`config.mk`:
```
export PLATFORM = sky130hd
export DESIGN_NAME = perip_remap_matcher
export DESIGN_NICKNAME = d
export VERILOG_FILES = /design/src/rtl/perip_remap_pkg.sv /design/src/rtl/remap_bank.sv /design/src/rtl/remap_size_decode.sv /design/src/rtl/remap_window_cmp.sv /design/src/rtl/perip_remap_matcher.sv
export SDC_FILE = /design/constraint.sdc
export NUM_CORES = 1
export LEC_CHECK = 0
export BUFFER_PORTS_ARGS = -buffer_cell sky130_fd_sc_hd__buf_2
export CORE_ASPECT_RATIO = 0.7
export CORE_MARGIN = 4
export CORE_UTILIZATION = 25
export CTS_CLUSTER_DIAMETER = 60
export CTS_CLUSTER_SIZE = 28
export DETAILED_ROUTE_END_ITERATION = 16
export MAX_ROUTING_LAYER = met4
export PLACE_DENSITY = 0.45
export SLEW_MARGIN = 10
export SYNTH_ARGS = -nofsm -noshare
export SYNTH_HDL_FRONTEND = slang
export SYNTH_SLANG_ARGS = --single-unit
```
`constraint.sdc`:
```
create_clock -name clk -period 12.3 [get_ports clk]
set_input_delay 3.69 -clock clk [delete_from_list [all_inputs] [get_ports clk]]
set_output_delay 3.69 -clock clk [all_outputs]
set_load 0.01 [all_outputs]
```
`src/rtl/perip_remap_pkg.sv`:
```
package perip_remap_pkg;
   localparam int ATTR_W = 4;
   localparam logic [ATTR_W-1:0] ATTR_DEV_NONSHARED = 4'b0001;
endpackage

```
`src/rtl/remap_bank.sv`:
```
module remap_bank #(
   parameter int ADDR_W   = 32,
   parameter int BASE_LSB = 12,
   parameter int SIZE_W   = 5
) (
   input  logic                     clk,
   input  logic                     rst_n,
   input  logic                     we,
   input  logic [ADDR_W-1:BASE_LSB] d_base,
   input  logic [SIZE_W-1:0]        d_size,
   output logic [ADDR_W-1:BASE_LSB] q_base,
   output logic [SIZE_W-1:0]        q_size
);
   always_ff @(posedge clk or negedge rst_n) begin
      if (!rst_n) begin
         q_base <= '0;
         q_size <= '0;
      end else if (we) begin
         q_base <= d_base;
         q_size <= d_size;
      end
   end

   // accepted write visible next cycle
   p_update_r10: assert property (@(posedge clk) disable iff (!rst_n)
      we |=> (q_base == $past(d_base) && q_size == $past(d_size)));
   p_hold_r8: assert property (@(posedge clk) disable iff (!rst_n)
      !we |=> ($stable(q_base) && $stable(q_size)));
endmodule

```
`src/rtl/remap_size_decode.sv`:
```
module remap_size_decode #(
   parameter int ADDR_W   = 32,
   parameter int BASE_LSB = 12,
   parameter int SIZE_W   = 5,
   parameter int MIN_CODE = 3,
   parameter int MAX_CODE = 22
) (
   input  logic [SIZE_W-1:0]        code,
   output logic                     valid,
   output logic [ADDR_W-1:BASE_LSB] cmp_mask
);
   localparam int BIAS = BASE_LSB - MIN_CODE;

   assign valid = (int'(code) >= MIN_CODE) && (int'(code) <= MAX_CODE);

   for (genvar i = BASE_LSB; i < ADDR_W; i++) begin : g_mask
      assign cmp_mask[i] = valid && ((int'(code) + BIAS) <= i);
   end
endmodule

```
`src/rtl/remap_window_cmp.sv`:
```
module remap_window_cmp #(
   parameter int ADDR_W   = 32,
   parameter int BASE_LSB = 12
) (
   input  logic                     clk,
   input  logic                     rst_n,
   input  logic [ADDR_W-1:0]        addr,
   input  logic [ADDR_W-1:BASE_LSB] base,
   input  logic [ADDR_W-1:BASE_LSB] cmp_mask,
   input  logic                     region_valid,
   output logic                     hit
);
   logic [ADDR_W-1:BASE_LSB] diff;
   assign diff = (addr[ADDR_W-1:BASE_LSB] ^ base) & cmp_mask;
   assign hit  = region_valid && (diff == '0);

   // a region with no legal size never matches
   p_nohit_r5: assert property (@(posedge clk) disable iff (!rst_n)
      !region_valid |-> !hit);
endmodule

```
`src/rtl/perip_remap_matcher.sv`:
```
module perip_remap_matcher
   import perip_remap_pkg::*;
#(
   parameter int ADDR_W   = 32,
   parameter int BASE_LSB = 12,
   parameter int SIZE_W   = 5,
   parameter int MIN_CODE = 3,
   parameter int MAX_CODE = 22
) (
   input  logic              clk,
   input  logic              rst_n,
   input  logic              cfg_en,
   input  logic              cfg_wr,
   input  logic              cfg_priv,
   input  logic              cfg_secure,
   input  logic              sec_wr_lock,
   input  logic [ADDR_W-1:0] cfg_wdata,
   output logic [ADDR_W-1:0] cfg_rdata,
   output logic              undef_fault,
   input  logic [ADDR_W-1:0] acc_addr,
   input  logic              acc_secure,
   input  logic [ATTR_W-1:0] in_attr,
   output logic [ATTR_W-1:0] out_attr,
   output logic              to_periph
);
   localparam int NBANK = 2;
   localparam int SBZ_W = BASE_LSB - SIZE_W;

   if (MAX_CODE + BASE_LSB - MIN_CODE > ADDR_W) begin : g_chk_range
      $error("largest region exceeds address width");
   end
   if (SBZ_W < 1) begin : g_chk_fields
      $error("size field overlaps base field");
   end
   if ((1 << SIZE_W) <= MAX_CODE) begin : g_chk_code
      $error("size field too narrow for MAX_CODE");
   end

   logic rd_ok, wr_ok;
   logic [NBANK-1:0] bank_we;
   logic [ADDR_W-1:BASE_LSB] q_base [NBANK];
   logic [SIZE_W-1:0]        q_size [NBANK];
   logic [SBZ_W-1:0]         unused_sbz;

   assign unused_sbz = cfg_wdata[BASE_LSB-1:SIZE_W];

   assign undef_fault = cfg_en && (!cfg_priv || (cfg_wr && cfg_secure && sec_wr_lock));
   assign wr_ok = cfg_en && cfg_wr && !undef_fault;
   assign rd_ok = cfg_en && !cfg_wr && !undef_fault;

   // bank index 1 = secure, 0 = non-secure
   for (genvar b = 0; b < NBANK; b++) begin : g_bank
      assign bank_we[b] = wr_ok && (cfg_secure == (b == 1));
      remap_bank #(.ADDR_W(ADDR_W), .BASE_LSB(BASE_LSB), .SIZE_W(SIZE_W)) u_bank (
         .clk    (clk),
         .rst_n  (rst_n),
         .we     (bank_we[b]),
         .d_base (cfg_wdata[ADDR_W-1:BASE_LSB]),
         .d_size (cfg_wdata[SIZE_W-1:0]),
         .q_base (q_base[b]),
         .q_size (q_size[b])
      );
   end

   logic [ADDR_W-1:BASE_LSB] rd_base, m_base, m_mask;
   logic [SIZE_W-1:0]        rd_size, m_size;
   logic                     m_valid, hit;

   assign rd_base = cfg_secure ? q_base[1] : q_base[0];
   assign rd_size = cfg_secure ? q_size[1] : q_size[0];
   assign cfg_rdata = rd_ok ? {rd_base, {SBZ_W{1'b0}}, rd_size} : '0;

   assign m_base = acc_secure ? q_base[1] : q_base[0];
   assign m_size = acc_secure ? q_size[1] : q_size[0];

   remap_size_decode #(.ADDR_W(ADDR_W), .BASE_LSB(BASE_LSB), .SIZE_W(SIZE_W),
                       .MIN_CODE(MIN_CODE), .MAX_CODE(MAX_CODE)) u_dec (
      .code     (m_size),
      .valid    (m_valid),
      .cmp_mask (m_mask)
   );

   remap_window_cmp #(.ADDR_W(ADDR_W), .BASE_LSB(BASE_LSB)) u_cmp (
      .clk          (clk),
      .rst_n        (rst_n),
      .addr         (acc_addr),
      .base         (m_base),
      .cmp_mask     (m_mask),
      .region_valid (m_valid),
      .hit          (hit)
   );

   assign out_attr  = hit ? ATTR_DEV_NONSHARED : in_attr;
   assign to_periph = hit;

   p_force_r6: assert property (@(posedge clk) disable iff (!rst_n)
      to_periph |-> (out_attr == ATTR_DEV_NONSHARED));
   p_pass_r6: assert property (@(posedge clk) disable iff (!rst_n)
      !to_periph |-> (out_attr == in_attr));
   p_sbz_zero_r2: assert property (@(posedge clk) disable iff (!rst_n)
      cfg_rdata[BASE_LSB-1:SIZE_W] == '0);
   p_user_nowrite_r8: assert property (@(posedge clk) disable iff (!rst_n)
      (cfg_en && !cfg_priv) |=> ($stable(q_base[0]) && $stable(q_base[1])
                                 && $stable(q_size[0]) && $stable(q_size[1])));
   p_lock_hold_r9: assert property (@(posedge clk) disable iff (!rst_n)
      (cfg_en && cfg_wr && cfg_secure && sec_wr_lock) |=> ($stable(q_base[1]) && $stable(q_size[1])));
endmodule

```
* After elaboration in Yosys (flattened, before gate mapping)
Index checks and enable logic that the tools add are counted. Widths: inputs -> output; s select.
Storage, ports and cells: register bits after elaboration 50, input port bits 76, output and inout port bits 38, logic and storage cells 72
Operators by class: add/subtract/negate cells 1, magnitude comparators 22, muxes and demuxes 6, bitwise gates (word level) 3, reduce and logical (&&, ||, !) cells 36
Operators by type and width (number):
- $le 32x6->1 const B | 16
- $le 32x5->1 const B | 4
- $mux 20 | 2
- $mux 32 | 1
- $logic_and 1x1->1 | 31
- $and 20x20->20 | 1
- $logic_not 20->1 | 1
- $xor 20x20->20 | 1
- $mux 5 | 2
- $add 5x4->6 const B | 1
- $ge 5x2->1 const B | 1
- $le 5x5->1 const B | 1
- $mux 4 | 1
- $logic_not 1->1 | 3
- $logic_or 1x1->1 | 1
- $not 1->1 | 1

* Depth between registers and ports, before layout
Gate-level depths: netlist (run 1).
depth in word-level cells 8, gate-level depth with buffers 15, mapped depth without buffers 11

* Modules after synthesis
A second synthesis (run 1) with hierarchy kept.
Second synthesis, totals: cell total of the unflattened synthesis 363, area total of the unflattened synthesis 4119.0 µm²
By module, submodules not included:
- remap_bank | times used 2, cells an instance 53, area each 1033.5 µm², sequential area each 625.6 µm²
- perip_remap_matcher | times used 1, cells an instance 102, area each 957.2 µm², sequential area each 0.0 µm²
- remap_size_decode | times used 1, cells an instance 121, area each 818.3 µm², sequential area each 0.0 µm²
- remap_window_cmp | times used 1, cells an instance 34, area each 276.5 µm², sequential area each 0.0 µm²

* Least setup slack after synthesis (run 1)
OpenSTA, ideal clock, no wires.
kind input port to output port, from in acc_secure, to out out_attr[0], data arrival time 6.429 ns, data required time 8.610 ns, path slack 2.181 ns, cell stages on the path 14, path buffers 5, cells stage by stage buf_6 -> buf_6 -> buf_6 -> buf_2 -> a21oi_1 -> inv_1 -> ha_1 -> clkbuf_1 -> xnor2_1 -> nand2_1 -> a211oi_1 -> o2111ai_1 -> o22a_2 -> o31ai_1
On the way: longest elaborated chain between the ends 8, elaborated cells between the ends (all ways) 51, those cells by class add/sub: 1; order compare: 22; mux: 3; bitwise: 2; reduce/logical: 23
Ends and longest elaborated chain:
- start, declared | line perip_remap_matcher.sv:21 | input logic acc_secure,
- $mux 5 | line perip_remap_matcher.sv:74 | assign m_size = acc_secure ? q_size[1] : q_size[0];
- $add 5x4->6, or another cell as far along | line remap_size_decode.sv:17 | assign cmp_mask[i] = valid && ((int'(code) + BIAS) <= i);
- $le 32x5->1, or another cell as far along | line remap_size_decode.sv:17
- $logic_and 1x1->1 | line remap_size_decode.sv:17
- $and 20x20->20 | line remap_window_cmp.sv:14 | assign diff = (addr[ADDR_W-1:BASE_LSB] ^ base) & cmp_mask;
- $logic_not 20->1 | line remap_window_cmp.sv:15 | assign hit = region_valid && (diff == '0);
- $logic_and 1x1->1 (*) | line remap_window_cmp.sv:15
- $mux 4 (*) | line perip_remap_matcher.sv:93 | assign out_attr = hit ? ATTR_DEV_NONSHARED : in_attr;
- end, declared | line perip_remap_matcher.sv:23 | output logic [ATTR_W-1:0] out_attr,
Mark *: on every way between the ends. The rest lies on a longest branch, timed or not.

* Worst setup path in the final report (run 1)
from in acc_secure, to out out_attr[3]
The elaborated chain is that of the path after synthesis.

==> results of run 1 <==
==> power groups by stage <==
stage	Clock (W)	Sequential (W)	Combinational, W
after floorplan	0	0.000229	0.000159
after global placement	0	0.000238	0.000210
after detailed placement	0	0.000241	0.000211
after CTS	0.000149	0.000238	0.000212
after global routing	0.000155	0.000245	0.000235
final	0.000143	0.000238	0.000210
==> layout by cell type, fill, tap and decap left out, types with 3 or more instances in the layout <==
master and count:
sky130_fd_sc_hd__nor3_1 3, sky130_fd_sc_hd__nand3_1 3, sky130_fd_sc_hd__mux2i_1 48, sky130_fd_sc_hd__a211oi_1 3
sky130_fd_sc_hd__o21ai_0 12, sky130_fd_sc_hd__o31a_1 3, sky130_fd_sc_hd__mux2_2 54, sky130_fd_sc_hd__xor2_1 14
sky130_fd_sc_hd__buf_2 87, sky130_fd_sc_hd__nand2_1 11, sky130_fd_sc_hd__ha_1 3, sky130_fd_sc_hd__clkbuf_16 5
sky130_fd_sc_hd__xnor2_1 8, sky130_fd_sc_hd__inv_1 7, sky130_fd_sc_hd__a21oi_1 9, sky130_fd_sc_hd__a22oi_1 4
sky130_fd_sc_hd__and3_1 3, sky130_fd_sc_hd__dfrtp_1 50, sky130_fd_sc_hd__buf_4 6, sky130_fd_sc_hd__nand4_1 5
sky130_fd_sc_hd__nor2_1 32, sky130_fd_sc_hd__conb_1 7, sky130_fd_sc_hd__a32oi_1 3
==> layout make-up <==
type / count / area, sq um
fill: 1397 / 9145
multi-input combinational: 257 / 2068
sequential: 50 / 1251
timing repair buffer: 93 / 480.5
tap: 185 / 231.5
clock buffer: 6 / 138.9
inverter: 7 / 26.28
clock inverter: 2 / 12.51
antenna: 1 / 2.502
==> flip-flops by register name, summed over array words and instances (netlist names) <==
signal	count
g_bank.u_bank.q_base	40
g_bank.u_bank.q_size	10
==> worst paths after layout <==
check	start	cells after the start	endpoint
worst max register to register	g_bank[1].u_bank.q_size[2]	1	g_bank[1].u_bank.q_size[2]
worst min-delay path	g_bank[0].u_bank.q_base[17]	1	g_bank[0].u_bank.q_base[17]
max in group asynchronous	rst_n	2	g_bank[1].u_bank.q_base[30]
min in group asynchronous	rst_n	2	g_bank[0].u_bank.q_base[25]
worst max-delay path	acc_secure	12	out_attr[3]
worst min register to register	g_bank[0].u_bank.q_base[17]	1	g_bank[0].u_bank.q_base[17]
==> stage by stage <==
stage	cell area (sq um)	hold WS [ns]
after floorplan	3491	0.5007
after global placement	4058	0.5108
after detailed placement	4058	0.5201
after CTS	4209	0.5352
after global routing	4212	0.5559
final	4212	0.5338
==> per-layer routing <==
metal	global-route usage (%)	vias to the layer above
met3	3.153	6
met4	2.809	0
met2	18.31	70
met5	-	-
li1	-	1363
met1	19.28	1360
==> cell families (layout without fill, tap and decap cells) <==
logic type	count (synthesis)	count (layout)	share of synthesized area, %
AO/OA/AOI/OAI	53	53	11.04
XOR/XNOR	22	22	5.556
adder cells (fa/ha/maj)	3	3	1.082
buffers and inverters	32	108	5.015
flip-flops	50	50	36.08
multiplexers	103	103	31.78
other	1	8	0.1081
AND/OR/NAND/NOR	69	69	9.343
==> flow_metrics.py, run 1 <==
metrics = {
    "yosys": {
        "synth_top_cells_by_count": "sky130_fd_sc_hd__mux2_2 (54), sky130_fd_sc_hd__dfrtp_1 (50), sky130_fd_sc_hd__mux2i_1 (48), sky130_fd_sc_hd__nor2_1 (33), sky130_fd_sc_hd__xor2_1 (14)",
        "synth.cell_area_sq_um": 3468,
        "edff_count_synth": 0,
        "synthMostInstantiatedCell": "sky130_fd_sc_hd__mux2_2",
        "asyncSetResetFlopFracSynth_pct": 100.0,
        "synthTopCellsByArea": "sky130_fd_sc_hd__dfrtp_1 (36%), sky130_fd_sc_hd__mux2_2 (18%), sky130_fd_sc_hd__mux2i_1 (14%)",
        "synthDistinctLibCells": 48,
        "yosysTopAreaCell": "sky130_fd_sc_hd__dfrtp_1",
        "post-synth-top-area-fraction_pct": 36.08,
        "ys.flop_type": "sky130_fd_sc_hd__dfrtp_1",
        "synth_cells": 333,
        "syn_avg_cell_area_sq_um": 10.42,
        "synth_seq_area_share_pct": 36.08,
        "yosys_warning_total": 0,
        "synth_seq_cells": 50,
    },
    "pwr": {
        "cellLeakagePower_nw": 1.960,
        "vdd_drop_max_uv": 64.91,
        "totalPowerFinal_w": 0.0005914,
        "comb_power_share_pct": 35.6,
        "sequentialPowerShare_pct": 40.2,
        "power.density_nw_per_um2": 140.4,
        "net-switching-power_w": 0.0002085,
        "clk_pwr_share_pct": 24.3,
        "internal_power_w": 0.0003830,
        "netSwitchingFraction_pct": 35.25,
    },
    "cts": {
        "cts_max_path_buffers": 2,
        "cts_tree": "done",
        "cts-root-buf": "sky130_fd_sc_hd__clkbuf_16",
        "clock_tree.htree_level_count": 2,
        "clk_latency_ns": 0.29,
        "clk_pin_slew_worst_paths_ns": 0.06,
        "postCtsResizedCells": 0,
        "post_cts_hold_buffer_count": 0,
        "clock_sink_count": 50,
        "post_cts.repair.setup_buffers": 0,
        "cts-buffers-inserted": 5,
    },
    "timing": {
        "setup-tns-final_ns": 0,
        "max_freq_mhz": 95.18,
        "worst_rel_slew_slack_pct": 37.91,
        "setup_viol_count_final": 0,
        "setup_ws_ns": 1.793,
        "layout_worst_path_cycle_share_pct": 85.42,
        "finalHoldViolations": 0,
        "grt_setup_unrepaired": "no",
        "timing.final.max_slew_violations": 0,
        "min_period_ns": 10.51,
        "clock_skew_ns": 0,
        "timing_worst_slew_pin_value_ns": 0.9313,
    },
    "detailed_routing": {
        "met1Wirelength_microns": 5338,
        "detail-route-antenna-nets": 0,
        "sum_of_met3_wire_segment_lengths_after_detailed_routing_microns": 450,
        "dr.max_layer_used": "met4",
        "firstDrtPassIters": 4,
        "wl_met2_microns": 4137,
        "drc": 0,
        "drt-vias-per-instance": 4.657,
        "drt-total-wl_microns": 10020,
        "routed-via-count": 2799,
        "drt_iter0_markers": 100,
        "drt-wirelength-per-cell_microns": 16.67,
    },
    "floorplanning": {
        "effective_utilization_at_floorplan_pct": 25.97,
        "rows": 35,
        "design.core.area_sq_um": 13360,
        "die_area_sq_um": 15850,
        "fp.dieW_microns": 148.8,
        "ios": 114,
        "die-height_microns": 106.5,
    },
    "setup_path": {
        "number_of_buffer_and_inverter_instances_along_the_worst_setup_path": 3,
        "worst_setup_end_kind": "output pin",
        "critPathMaxStageDelay_ns": 0.64,
        "worst_setup_path_start_kind": "input pin",
        "timing.setup.critical_path_class": "input pin to output pin",
        "critical-path-slowest-cell": "sky130_fd_sc_hd__xnor2_1",
        "worst_ep_arrival_ns": 6.82,
        "reg2reg_setup_slack_ns": 11.40,
        "worstPathMaxFanout": 17,
        "cpLargestDelayFamily": "compound AO/OA/AOI/OAI gates",
        "worstPathRequired_ns": 8.61,
        "critical-path-top-cell-by-count": "sky130_fd_sc_hd__buf_2",
        "crit_chain": "buf_2 > nor2b_1 > a21oi_1 > inv_1 > ha_1 > xnor2_1 > nand3_1 > a221oi_1 > nor2_1 > o22a_2 > o31a_1 > buf_2",
    },
    "run_status": {
        "run_status": "completed",
    },
    "grt": {
        "gr_ovfl_total": 0,
        "grt_max_degree": 51,
        "grt_pass1_vias": 2877,
        "global_route_wire_length_before_repair_microns": 15740,
        "antenna_found_initial": 1,
        "overall_global_routing_resource_usage_pct": 13.15,
    },
    "placed_design": {
        "place_congestion": 0.8728,
        "dp_hpwl_microns": 7362,
        "count_of_placed_standard_cells_including_taps": 592,
        "preCtsSetupSlack_ns": 1.757,
        "io_buffer_count": 87,
    },
    "cells_and_area": {
        "areaGrowthSynthToFinish_pct": 21.43,
        "num-nets-final": 493,
        "fin_cells": 601,
        "fraction_of_final_layout_cells_sized_beyond_drive_strength_1_pct": 39.52,
        "utilization_pct": 31.53,
    },
    "hold_path": {
        "worstHoldPathType": "flip-flop to flip-flop",
    },
    "job": {
        "drv_cap": 0,
    },
}
Note: power is estimated with default switching activity, not from simulation.
==> inputs of run 2 (changes only) <==
--- a/config.mk
+++ b/config.mk
@@ -8,12 +8,13 @@
 export BUFFER_PORTS_ARGS = -buffer_cell sky130_fd_sc_hd__buf_2
 export CORE_ASPECT_RATIO = 0.7
 export CORE_MARGIN = 4
-export CORE_UTILIZATION = 25
+export CORE_UTILIZATION = 45
 export CTS_CLUSTER_DIAMETER = 60
 export CTS_CLUSTER_SIZE = 28
 export DETAILED_ROUTE_END_ITERATION = 16
 export MAX_ROUTING_LAYER = met4
-export PLACE_DENSITY = 0.45
+export PLACE_DENSITY = 0.72
+export SETUP_SLACK_MARGIN = 0.15
 export SLEW_MARGIN = 10
 export SYNTH_ARGS = -nofsm -noshare
 export SYNTH_HDL_FRONTEND = slang
==> run 2 against run 1 <==
Die area shrank 42%. Highest routed layer unchanged. Sequential share of layout area grew 1.3 points. Clock power fell by 24%. Critical path type unchanged. Combinational power about the same.
==> flow_metrics.py, run 2 (synthesized netlist as in run 1, its figures left out) <==
metrics = {
    "run_status": {
        "run_status": "completed",
    },
    "cts": {
        "cts-buffers-inserted": 5,
        "cts_max_path_buffers": 2,
        "clk_latency_ns": 0.32,
        "cts_tree": "done",
        "post_cts.repair.setup_buffers": 0,
        "cts-root-buf": "sky130_fd_sc_hd__clkbuf_8",
        "postCtsResizedCells": 0,
        "post_cts_hold_buffer_count": 0,
        "clk_pin_slew_worst_paths_ns": 0.09,
        "clock_sink_count": 50,
        "clock_tree.htree_level_count": 2,
    },
    "cells_and_area": {
        "commonest_cells_after_routing_fill_and_taps_aside": "sky130_fd_sc_hd__buf_2 (86), sky130_fd_sc_hd__mux2_2 (54), sky130_fd_sc_hd__dfrtp_1 (50)",
        "reg_top3": "g_bank.u_bank.q_base (40), g_bank.u_bank.q_size (10)",
        "largest_register_ff_count": 40,
        "num-nets-final": 491,
        "area_of_the_multi_input_gates_sq_um": 2068,
        "filler_cell_count": 680,
        "registers.top_by_ff_count": "g_bank.u_bank.q_base",
        "areaGrowthSynthToFinish_pct": 16.34,
        "utilization_pct": 54.64,
        "final_cell_area_sq_um": 4035,
        "fraction_of_final_layout_cells_sized_beyond_drive_strength_1_pct": 39.23,
        "most_frequent_standard_cell_in_the_layout_excluding_fill_and_tap_cells": "sky130_fd_sc_hd__buf_2",
        "diodes_inserted": 0,
        "regArea_sq_um": 1251,
    },
    "setup_path": {
        "worst_setup_path_start_kind": "input pin",
        "crit_chain": "buf_2 > nor2b_1 > a21oi_1 > inv_1 > ha_1 > xnor2_1 > nand2_1 > a211oi_1 > o2111ai_1 > o22a_2 > o31a_1 > buf_2",
        "worst_setup_end_kind": "output pin",
        "number_of_buffer_and_inverter_instances_along_the_worst_setup_path": 3,
        "worstPathRequired_ns": 8.61,
        "critical-path-top-cell-by-count": "sky130_fd_sc_hd__buf_2",
        "worstPathMaxFanout": 17,
        "timing.setup.critical_path_class": "input pin to output pin",
        "crit_start": "acc_secure",
        "critical-path-slowest-cell": "sky130_fd_sc_hd__xnor2_1",
        "timing.rr.start": "g_bank[1].u_bank.q_size[2]",
        "reg2reg_setup_slack_ns": 11.39,
        "worst_ep_arrival_ns": 6.78,
        "cpLargestDelayFamily": "compound AO/OA/AOI/OAI gates",
        "critPathMaxStageDelay_ns": 0.65,
    },
    "timing": {
        "worst_rel_slew_slack_pct": 26.61,
        "setup-tns-final_ns": 0,
        "layout_worst_path_cycle_share_pct": 85.08,
        "timing.final.max_slew_violations": 0,
        "finalHoldViolations": 0,
        "min_period_ns": 10.47,
        "timing_worst_slew_pin_value_ns": 1.097,
        "setup_viol_count_final": 0,
        "clock_skew_ns": 0,
        "grt_setup_unrepaired": "no",
        "max_freq_mhz": 95.55,
    },
    "detailed_routing": {
        "drt-total-wl_microns": 8692,
        "drt-vias-per-instance": 5.485,
        "routed-via-count": 2803,
        "drc": 0,
        "drt_iter0_markers": 144,
        "firstDrtPassIters": 4,
        "detail-route-antenna-nets": 0,
        "drt-wirelength-per-cell_microns": 17.01,
    },
    "grt": {
        "grt_max_degree": 51,
        "overall_global_routing_resource_usage_pct": 19.77,
        "grt_pass1_vias": 2764,
        "antenna_found_initial": 0,
        "global_route_wire_length_before_repair_microns": 14020,
        "gr_ovfl_total": 0,
    },
    "floorplanning": {
        "design.core.area_sq_um": 7385,
        "die_area_sq_um": 9198,
        "fp.dieW_microns": 112.9,
        "effective_utilization_at_floorplan_pct": 46.97,
        "die-height_microns": 81.45,
        "ios": 114,
        "rows": 26,
    },
    "pwr": {
        "power.density_nw_per_um2": 136.9,
        "clk_pwr_share_pct": 19.5,
        "net-switching-power_w": 0.0002043,
        "netSwitchingFraction_pct": 36.98,
        "cellLeakagePower_nw": 1.927,
        "internal_power_w": 0.0003482,
        "vdd_drop_max_uv": 62.62,
        "comb_power_share_pct": 37.5,
        "sequentialPowerShare_pct": 43.0,
    },
    "hold_path": {
        "worstHoldStart": "g_bank[0].u_bank.q_base[18]",
        "worstHoldPathType": "flip-flop to flip-flop",
    },
    "placed_design": {
        "dp_hpwl_microns": 6292,
        "place_area_sq_um": 3934,
        "place_congestion": 0.9373,
        "io_buffer_count": 87,
    },
    "job": {
        "drv_cap": 0,
    },
}
==> run 2: path summary, 6_finish.rpt <==
check                      cells past startpoint                          end
max                                           12                  out_attr[3]
min                                            1  g_bank[0].u_bank.q_base[18]
max reg2reg                                    1   g_bank[1].u_bank.q_size[2]
min reg2reg                                    1  g_bank[0].u_bank.q_base[18]
max in group asynchronous                      1  g_bank[0].u_bank.q_base[24]
min in group asynchronous                      1  g_bank[1].u_bank.q_base[15]
==> run 2: area by class of cell <==
cell class	count	area share, %
well taps	98	3.039
repair buffers	91	11.60
flip-flops and latches	50	31.01
multi-input cells	257	51.26
inverters	7	0.6512
clock inverters	2	0.4031
clock buffers	6	2.047
==> run 2: layer usage <==
layer | GRT usage (%) | wire length, microns
met2 | 29.49 | 3807
met3 | 3.829 | 529
met5 | - | 0
met1 | 28.39 | 4281
met4 | 3.601 | 74
==> run 2: through the flow <==
step | hold slack, ns | cells | total power (W) | setup WS (ns)
after floorplan | 0.5007 | 339 | 0.0003880 | 2.181
after global placement | 0.5113 | 503 | 0.0004399 | 1.922
after detailed placement | 0.5146 | 503 | 0.0004467 | 1.864
after CTS | 0.5362 | 511 | 0.0005546 | 1.867
after global routing | 0.5566 | 511 | 0.0005914 | 1.573
final | 0.5351 | 511 | 0.0005526 | 1.835
==> run 2: power groups by stage <==
stage / logic, W / registers (W) / clock network, W
after CTS: 0.000207 / 0.000237 / 0.000110
after detailed placement: 0.000206 / 0.000241 / 0
after floorplan: 0.000159 / 0.000229 / 0
final: 0.000207 / 0.000238 / 0.000108
after global routing: 0.000230 / 0.000244 / 0.000117
after global placement: 0.000202 / 0.000238 / 0
==> inputs of run 3 (changes only) <==
--- a/config.mk
+++ b/config.mk
@@ -5,15 +5,18 @@
 export SDC_FILE = /design/constraint.sdc
 export NUM_CORES = 1
 export LEC_CHECK = 0
+export ABC_AREA = 1
 export BUFFER_PORTS_ARGS = -buffer_cell sky130_fd_sc_hd__buf_2
+export CELL_PAD_IN_SITES_DETAIL_PLACEMENT = 1
+export CELL_PAD_IN_SITES_GLOBAL_PLACEMENT = 1
 export CORE_ASPECT_RATIO = 0.7
-export CORE_MARGIN = 4
-export CORE_UTILIZATION = 45
+export CORE_MARGIN = 8
+export CORE_UTILIZATION = 38
 export CTS_CLUSTER_DIAMETER = 60
 export CTS_CLUSTER_SIZE = 28
 export DETAILED_ROUTE_END_ITERATION = 16
 export MAX_ROUTING_LAYER = met4
-export PLACE_DENSITY = 0.72
+export PLACE_DENSITY = 0.86
 export SETUP_SLACK_MARGIN = 0.15
 export SLEW_MARGIN = 10
 export SYNTH_ARGS = -nofsm -noshare
==> run 3 against run 2 <==
Via count is 27% higher. Die area grew 37%. Critical path depth grew 9. Flip-flop and latch count unchanged. Clock skew unchanged. Synthesized cell count increased by 56%. Worst hold slack got worse by 0.017 ns. Sequential power is 5% lower. Non-clock buffer count is 1 lower. Clock power increased by 34%. Global-route usage grew 0.32 points. Critical endpoint unchanged. Largest power group unchanged.
==> flow_metrics.py, run 3 <==
metrics = {
    "yosys": {
        "synthTopCellsByArea": "sky130_fd_sc_hd__dfrtp_1 (36%), sky130_fd_sc_hd__nand2_1 (22%), sky130_fd_sc_hd__o21ai_0 (7.4%)",
        "asyncSetResetFlopFracSynth_pct": 100.0,
        "synth_seq_cells": 50,
        "synthMostInstantiatedCell": "sky130_fd_sc_hd__nand2_1",
        "yosys_warning_total": 0,
        "synth_top_cells_by_count": "sky130_fd_sc_hd__nand2_1 (201), sky130_fd_sc_hd__inv_1 (57), sky130_fd_sc_hd__o21ai_0 (52), sky130_fd_sc_hd__dfrtp_1 (50), sky130_fd_sc_hd__a21oi_1 (29)",
        "yosysTopAreaCell": "sky130_fd_sc_hd__dfrtp_1",
        "syn_avg_cell_area_sq_um": 6.717,
        "ys.flop_type": "sky130_fd_sc_hd__dfrtp_1",
        "post-synth-top-area-fraction_pct": 35.75,
        "edff_count_synth": 0,
        "synth_cells": 521,
        "synth.cell_area_sq_um": 3500,
        "synthDistinctLibCells": 34,
        "synth_seq_area_share_pct": 35.75,
    },
    "timing": {
        "timing_worst_slew_pin_value_ns": 0.9784,
        "grt_setup_unrepaired": "no",
        "worst_rel_slew_slack_pct": 34.70,
        "max_freq_mhz": 97.88,
        "whs_ns": 0.5179,
        "finalHoldViolations": 0,
        "setup_viol_count_final": 0,
        "setup-tns-final_ns": 0,
        "layout_worst_path_cycle_share_pct": 83.06,
        "clock_skew_ns": 0,
        "min_period_ns": 10.22,
        "timing.final.max_slew_violations": 0,
    },
    "cts": {
        "clk_latency_ns": 0.29,
        "cts-buffers-inserted": 5,
        "cts_max_path_buffers": 2,
        "cts-root-buf": "sky130_fd_sc_hd__clkbuf_16",
        "post_cts.repair.setup_buffers": 0,
        "clock_sink_count": 50,
        "post_cts_hold_buffer_count": 0,
        "cts_tree": "done",
        "clock_tree.htree_level_count": 2,
        "postCtsResizedCells": 0,
        "clk_pin_slew_worst_paths_ns": 0.07,
    },
    "hold_path": {
        "whs_endpoint": "g_bank[1].u_bank.q_base[29]",
        "worstHoldPathType": "flip-flop to flip-flop",
        "timing.hold.worst_path_depth": 2,
        "worstHoldStart": "g_bank[1].u_bank.q_base[29]",
    },
    "cells_and_area": {
        "registers.top_by_ff_count": "g_bank.u_bank.q_base",
        "filler_cell_count": 1226,
        "largest_register_ff_count": 40,
        "diodes_inserted": 0,
        "areaGrowthSynthToFinish_pct": 17.55,
        "num-nets-final": 673,
        "most_frequent_standard_cell_in_the_layout_excluding_fill_and_tap_cells": "sky130_fd_sc_hd__nand2_1",
        "reg_top3": "g_bank.u_bank.q_base (40), g_bank.u_bank.q_size (10)",
        "fraction_of_final_layout_cells_sized_beyond_drive_strength_1_pct": 23.03,
        "commonest_cells_after_routing_fill_and_taps_aside": "sky130_fd_sc_hd__nand2_1 (199), sky130_fd_sc_hd__buf_2 (87), sky130_fd_sc_hd__inv_1 (57)",
    },
    "placed_design": {
        "dp_hpwl_microns": 8752,
        "place_congestion": 0.9178,
        "io_buffer_count": 87,
    },
    "grt": {
        "antenna_found_initial": 0,
        "grt_pass1_vias": 3881,
        "global_route_wire_length_before_repair_microns": 19050,
        "overall_global_routing_resource_usage_pct": 20.09,
        "grt_max_degree": 51,
        "gr_ovfl_total": 0,
    },
    "setup_path": {
        "worst_setup_end_kind": "output pin",
        "worstPathRequired_ns": 8.61,
        "reg2reg_setup_slack_ns": 11.51,
        "worst_ep_arrival_ns": 6.53,
        "critical-path-top-cell-by-count": "sky130_fd_sc_hd__nand2_1",
        "critPathMaxStageDelay_ns": 0.53,
        "critical-path-slowest-cell": "sky130_fd_sc_hd__inv_2",
        "critical_path.reg2reg.endpoint": "g_bank[1].u_bank.q_base[31]",
        "crit_start": "acc_secure",
        "worst_setup_path_start_kind": "input pin",
        "timing.setup.critical_path_class": "input pin to output pin",
        "worstPathMaxFanout": 31,
        "timing.rr.start": "g_bank[1].u_bank.q_base[31]",
        "crit_chain": "buf_2 > buf_4 > inv_2 > nand2_1 > nand2_2 > inv_1 > ha_1 > nand3_1 > inv_1 > nand2_1 > nand2_1 > nand2_1 > nand2_1 > nand2_1 > nand2_1 > nand2_1 > nor2_1 > nand3_2 > nand2_4 > nor2_2 > buf_2",
        "worst-r2r-cell-count": 2,
    },
    "detailed_routing": {
        "drt-wirelength-per-cell_microns": 16.49,
        "firstDrtPassIters": 4,
        "routed-via-count": 3569,
        "drt-vias-per-instance": 4.964,
        "drt-total-wl_microns": 11860,
        "detail-route-antenna-nets": 0,
        "drc": 0,
        "drt_iter0_markers": 164,
    },
    "pwr": {
        "totalPowerFinal_w": 0.0005595,
        "vdd_drop_max_uv": 67.03,
        "cellLeakagePower_nw": 2.278,
        "power.density_nw_per_um2": 136.0,
    },
    "floorplanning": {
        "ios": 114,
        "rows": 29,
        "effective_utilization_at_floorplan_pct": 38.89,
        "die_area_sq_um": 12590,
        "die-height_microns": 96.29,
        "design.core.area_sq_um": 8999,
        "fp.dieW_microns": 130.7,
    },
    "run_status": {
        "run_status": "completed",
    },
    "job": {
        "drv_cap": 0,
    },
}
## run 3: metrics by stage
stage | instance area [sq um] | utilization (%) | std cells | worst slack, ns
floorplan | 3522 | - | 527 | 3.364
CTS | 4114 | 45.72 | 719 | 2.063
finish | 4114 | 45.72 | 719 | 2.083
global placement | 3963 | 44.04 | 711 | 2.156
global route | 4114 | 45.72 | 719 | 1.749
detailed placement | 3963 | 44.04 | 711 | 2.036
## run 3: where the power goes
part	internal [W]	switching, W	total [W]
Sequential	0.000198	0.0000289	0.000227
Clock	0.0000807	0.0000642	0.000145
Combinational	0.0000688	0.000119	0.000188
## run 3: how the worst max path moves through the flow
stage / end / cells past startpoint
floorplan: out_attr[1] / 16
global placement: out_attr[3] / 18
detailed placement: out_attr[1] / 21
CTS: out_attr[1] / 18
global route: out_attr[1] / 21
finish: out_attr[3] / 21
## run 3: cells by family (layout without fill, tap and decap cells)
group                      Yosys count  after routing  share of synthesized area, %
adders and majority gates            3              3                         1.073
and+or+nand+nor                    269            269                         33.46
buffers and inverters               90            158                         11.51
AOI/OAI and AO/OA                   93             93                         14.12
xor gates and xnor gates            15             15                         3.969
DFF                                 50             50                         35.75
other                                1              7                        0.1072
## run 3: per-layer routing
layer  GRT usage [%]  vias up  part of all wire (%)
li1                -     1759                     -
met1           24.36     1709                    46
met2           34.42       87                    48
met3           3.210       14                   4.8
met4           4.948        0                   1.4
met5               -        -                     0
## run 3: area by class of cell
class | instances | area [sq um] | share of cell area, %
tap | 124 | 155.1 | 3.771
clock buffer | 6 | 138.9 | 3.376
sequential | 50 | 1251 | 30.41
multi-input combinational | 387 | 1873 | 45.53
timing repair buffer | 90 | 457.9 | 11.13
clock inverter | 2 | 12.51 | 0.3041
inverter | 60 | 225.2 | 5.474
## run 3: worst max-delay path: cells and delay by family
family	cells	cell delay, ns
simple gates	14	1.31
buf+inv	6	1.18
fa+ha+maj	1	0.32
